`src/rtl/clkx_pkg.sv`:
```
package clkx_pkg;
  localparam int GCLK_LINES = 8;
  localparam int FAST_LINES = 2;
  localparam int SEL_W      = $clog2(GCLK_LINES + FAST_LINES);
  localparam int GIDX_W     = $clog2(GCLK_LINES);
  localparam int FIDX_W     = (FAST_LINES > 1) ? $clog2(FAST_LINES) : 1;

  // column-level choice: global lines first, then fast pins on the left edge
  function automatic logic pick_line(
    input logic [GCLK_LINES-1:0] g,
    input logic [FAST_LINES-1:0] f,
    input logic [SEL_W-1:0]      sel,
    input logic                  left_edge
  );
    logic [SEL_W-1:0] fofs;
    fofs = sel - SEL_W'(GCLK_LINES);
    if (sel < SEL_W'(GCLK_LINES))
      return g[sel[GIDX_W-1:0]];
    else if (left_edge && (fofs < SEL_W'(FAST_LINES)))
      return f[fofs[FIDX_W-1:0]];
    else
      return 1'b0;
  endfunction

  // sector-level shaping: configuration gate, enable gate, polarity
  function automatic logic shape_clk(
    input logic raw,
    input logic en,
    input logic inv,
    input logic ready
  );
    return ready & en & (raw ^ inv);
  endfunction
endpackage

```
`src/rtl/clkx_col_mux.sv`:
```
module clkx_col_mux
  import clkx_pkg::*;
#(
  parameter bit LEFT_EDGE = 1'b0
) (
  input  logic [GCLK_LINES-1:0] gclk_i,
  input  logic [FAST_LINES-1:0] fast_i,
  input  logic [SEL_W-1:0]      sel_i,
  output logic                  clk_o
);
  always_comb clk_o = pick_line(gclk_i, fast_i, sel_i, LEFT_EDGE);
endmodule

```
`src/rtl/clkx_sector_stage.sv`:
```
module clkx_sector_stage
  import clkx_pkg::*;
(
  input  logic col_clk_i,
  input  logic express_i,
  input  logic src_i,
  input  logic en_i,
  input  logic inv_i,
  input  logic ready_i,
  output logic raw_o,
  output logic clk_o
);
  always_comb begin
    raw_o = src_i ? express_i : col_clk_i;
    clk_o = shape_clk(raw_o, en_i, inv_i, ready_i);
  end
endmodule

```
`src/rtl/clkx_sector_clock_sel.sv`:
```
module clkx_sector_clock_sel
  import clkx_pkg::*;
#(
  parameter  int NUM_COLS      = 4,
  parameter  int SECTS_PER_COL = 4,
  localparam int NSEC          = NUM_COLS * SECTS_PER_COL
) (
  input  logic [GCLK_LINES-1:0]     gclk_i,
  input  logic [FAST_LINES-1:0]     fast_clk_i,
  input  logic                      cfg_valid_i,
  input  logic [NUM_COLS*SEL_W-1:0] col_sel_i,
  input  logic [NSEC-1:0]           sec_src_i,
  input  logic [NSEC-1:0]           sec_en_i,
  input  logic [NSEC-1:0]           sec_inv_i,
  input  logic [NSEC-1:0]           express_i,
  output logic [NSEC-1:0]           sec_clk_o
);
  // named internal events for the checker
  logic [NUM_COLS-1:0] col_clk;
  logic [NSEC-1:0]     sec_raw;

  for (genvar c = 0; c < NUM_COLS; c++) begin : g_col
    clkx_col_mux #(.LEFT_EDGE(c == 0)) u_mux (
      .gclk_i (gclk_i),
      .fast_i (fast_clk_i),
      .sel_i  (col_sel_i[c*SEL_W +: SEL_W]),
      .clk_o  (col_clk[c])
    );
    for (genvar s = 0; s < SECTS_PER_COL; s++) begin : g_sec
      localparam int IDX = c * SECTS_PER_COL + s;
      clkx_sector_stage u_stage (
        .col_clk_i (col_clk[c]),
        .express_i (express_i[IDX]),
        .src_i     (sec_src_i[IDX]),
        .en_i      (sec_en_i[IDX]),
        .inv_i     (sec_inv_i[IDX]),
        .ready_i   (cfg_valid_i),
        .raw_o     (sec_raw[IDX]),
        .clk_o     (sec_clk_o[IDX])
      );
    end
  end
endmodule

```
`config.mk`:
```
export PLATFORM = sky130hd
export DESIGN_NAME = clkx_sector_clock_sel
export DESIGN_NICKNAME = d
export VERILOG_FILES = /design/src/rtl/clkx_pkg.sv /design/src/rtl/clkx_col_mux.sv /design/src/rtl/clkx_sector_stage.sv /design/src/rtl/clkx_sector_clock_sel.sv
export SDC_FILE = /design/constraint.sdc
export NUM_CORES = 1
export LEC_CHECK = 0
export ABC_AREA = 1
export ABC_CLOCK_PERIOD_IN_PS = 1100
export BUFFER_PORTS_ARGS = -buffer_cell sky130_fd_sc_hd__buf_2
export CAP_MARGIN = 20
export CORE_AREA = 5 5 64 60
export DETAILED_ROUTE_END_ITERATION = 16
export DIE_AREA = 0 0 69 65
export GPL_TIMING_DRIVEN = 0
export PLACE_DENSITY = 0.8
export SETUP_SLACK_MARGIN = 0.05
export SLEW_MARGIN = 10
export SYNTH_ARGS = -nofsm -noshare
export SYNTH_HDL_FRONTEND = slang
export SYNTH_SLANG_ARGS = --single-unit
```
`constraint.sdc`:
```
create_clock -name vclk -period 1.1
set_input_delay 0.055 -clock vclk [all_inputs]
set_output_delay 0.055 -clock vclk [all_outputs]
set_load 0.01 [all_outputs]
```
==> out/metrics.yaml <==
run_status:
  status: "finished, violations left"
  violations: "setup timing"
critical_path:
  setup.worst_path.start_class: "input port"
  worst_path_max_delay_cell: "nand3_1"
  crit_path_end_kind: "output port"
  crit_chain: "buf_8 > inv_6 > a21oi_2 > o21ai_1 > nand3_1 > nand3_2 > nand2_2 > nand3_2 > nand2_1 > nor2_2 > buf_6"
  required_ns: 1.04
  cp_slowest_stage_delay_ns: 0.16
  setup.worst_path.class: "input port to output port"
  cp_max_fo: 3
  critPathMostFrequentCell: "nand3_2"
  worstPathArrival_ns: 1.08
timing:
  max_freq_mhz: 882.1
  maxSlewHeadroom_pct: 81.66
  final-setup-viol-count: 3
  fin_ws_ns: -0.03368
  rsz0062_at_grt: "true"
  drv_slew: 0
  worstMarginPinSlew_ns: 0.2751
  timing.final.hold_violations: 0
  period_needed_ns: 1.134
  totalNegativeSetupSlack_ns: -0.06421
  fin_crit_sh_pct: 103.1
power:
  peakVddDrop_v: 0.0001963
  p_leak_nw: 1.262
  power_density_nw_per_um2: 377.8
  finalPower_uw: 810.8
logic_synthesis:
  synthTopCellsByArea: "nand2_1 21%, inv_1 17%, nand3_1 12%, buf_4 10%, a21oi_1 9.4%"
  ys_seq_area_share_pct: 0
  ys_warn_count: 0
  synth.top_cells.by_count: "67 x nand2_1, 53 x inv_1, 27 x nand3_1"
  netlist_area_um2: 1170
  synth_cell_type_count: 17
  synthMostInstantiatedCell: "nand2_1"
  syn-num-nets: 335
  synth_top_area_share_pct: 21.50
  synth_cells: 244
  synth_top_area_cell: "nand2_1"
  syn_area_per_cell_um2: 4.795
route:
  totalWireLength_um: 4453
  ant_nets: 0
  remaining_drc_errors: 0
  drt-pass1-iter-count: 4
  vias: 1766
  drt_iter0_markers: 54
  via_per_inst: 4.647
  wl_per_cell_um: 11.72
global_routing:
  grt_max_degree: 11
  grtUsageTotal_pct: 17.81
  gr-total-overflow: 0
  antenna_found_initial: 0
  grt_pass1_vias: 1747
  grt_util_met1_pct: 18.37
  grt_util_met3_pct: 2.791
  grt.busiest_layer: "met2"
  grt_pass1_wl_um: 6941
  grt_util_met2_pct: 39.05
floorplan:
  coreArea_um2: 3203
  initial_utilization_pct: 36.52
  die_area_um2: 4485
  die_h_um: 65
  row_count: 20
  io_pins: 107
  die_w_um: 69
place:
  place.port_buffers: 106
  gp_congestion: 0.8204
  dp.final_hpwl_um: 3324
finish:
  fill_cells: 333
  seq_area_um2: 0
  nets: 429
  num_antenna_cells: 0
  drive_above_1_share_pct: 62.20
  nClkBuffers: 0
  flops_and_latches: 0
  area_growth_pct: 83.42
hold_path:
  hold_path.class: "input port to output port"
  whs_path_depth: 4
  hp-start: "sec_inv_i[5]"
  holdPathEnd: "sec_clk_o[5]"
clocking:
  holdBufCountCts: 0
flow_run:
  maxCapViolations: 0
==> cell families (layout without fill, tap and decap cells) <==
kind of cell / Yosys count / after routing / share of synthesized area [%]
buffers and inverters: 74 / 166 / 28.98
AOI/OAI and AO/OA: 30 / 30 / 14.01
and+or+nand+nor: 140 / 140 / 57.01
==> metal layers <==
| metal | up-vias | part of all wire [%] |
|---|---|---|
| met2 | 61 | 57 |
| met1 | 777 | 37 |
| met5 | - | 0 |
| met4 | 0 | 0 |
| met3 | 0 | 6.3 |
| li1 | 928 | - |
==> power breakdown <==
group | total, mW | internal (mW) | switching, mW
combinational | 0.811 | 0.397 | 0.414
sequential | 0 | 0 | 0
clock | 0 | 0 | 0
==> critical path, delay by kind of cell <==
kind | cells | cell delay (ns)
and+or+nand+nor | 6 | 0.63
buffers and inverters | 3 | 0.29
AOI/OAI and AO/OA | 2 | 0.12
==> what timing repair did <==
action | 4_1_cts | 5_1_grt
pin swaps | 55 | 57
gates resized for setup | 82 | 55
setup endpoints to repair | 16 | 16
setup buffers | 0 | 1
==> layout make-up <==
cell class | instances | area, um2 | share of cell area, %
Buffer | 3 | 18.77 | 0.8746
Tap cell | 44 | 55.05 | 2.566
Multi-Input combinational cell | 170 | 1105 | 51.49
Inverter | 56 | 227.7 | 10.61
Timing Repair Buffer | 107 | 739.5 | 34.46
==> placed cells by master, fill, tap and decap left out, types with 2 or more instances in the layout <==
master / synthesis / layout
a21oi_1: 22 / 7
a21oi_2: 0 / 13
a21oi_4: 0 / 2
buf_12: 0 / 2
buf_2: 1 / 79
buf_4: 16 / 4
buf_6: 0 / 19
buf_8: 0 / 5
inv_1: 53 / 45
inv_2: 3 / 7
inv_6: 0 / 3
nand2_1: 67 / 47
nand2_2: 4 / 19
nand2_4: 1 / 6
nand3_1: 27 / 11
nand3_2: 8 / 24
nand4_1: 5 / 5
nor2_1: 17 / 4
nor2_2: 0 / 10
nor2_4: 0 / 3
o211ai_1: 4 / 4
o21ai_1: 0 / 3
or2_2: 11 / 11
==> worst max path at each step <==
stage	start	to	cells after the start
floorplan	gclk_i[3]	sec_clk_o[10]	9
global placement	gclk_i[1]	sec_clk_o[10]	11
detailed placement	gclk_i[3]	sec_clk_o[5]	11
CTS	col_sel_i[0]	sec_clk_o[3]	12
global route	gclk_i[1]	sec_clk_o[13]	11
finish	gclk_i[1]	sec_clk_o[13]	11
==> per-stage QoR <==
stage / setup slack (ns) / area, um2 / hold slack, ns / util, % / cells
after floorplan: 0.2383 / 1170 / 0.3310 / - / 244
after global placement: -0.1456 / 1755 / 0.5357 / 54.80 / 394
after detailed placement: -0.1663 / 1755 / 0.5396 / 54.80 / 394
after CTS: -0.05262 / 1977 / 0.4526 / 61.72 / 383
after global routing: -0.1009 / 2146 / 0.4721 / 66.99 / 380
final: -0.03368 / 2146 / 0.4640 / 66.99 / 380
No activity file was read; power rests on OpenSTA's default activity.
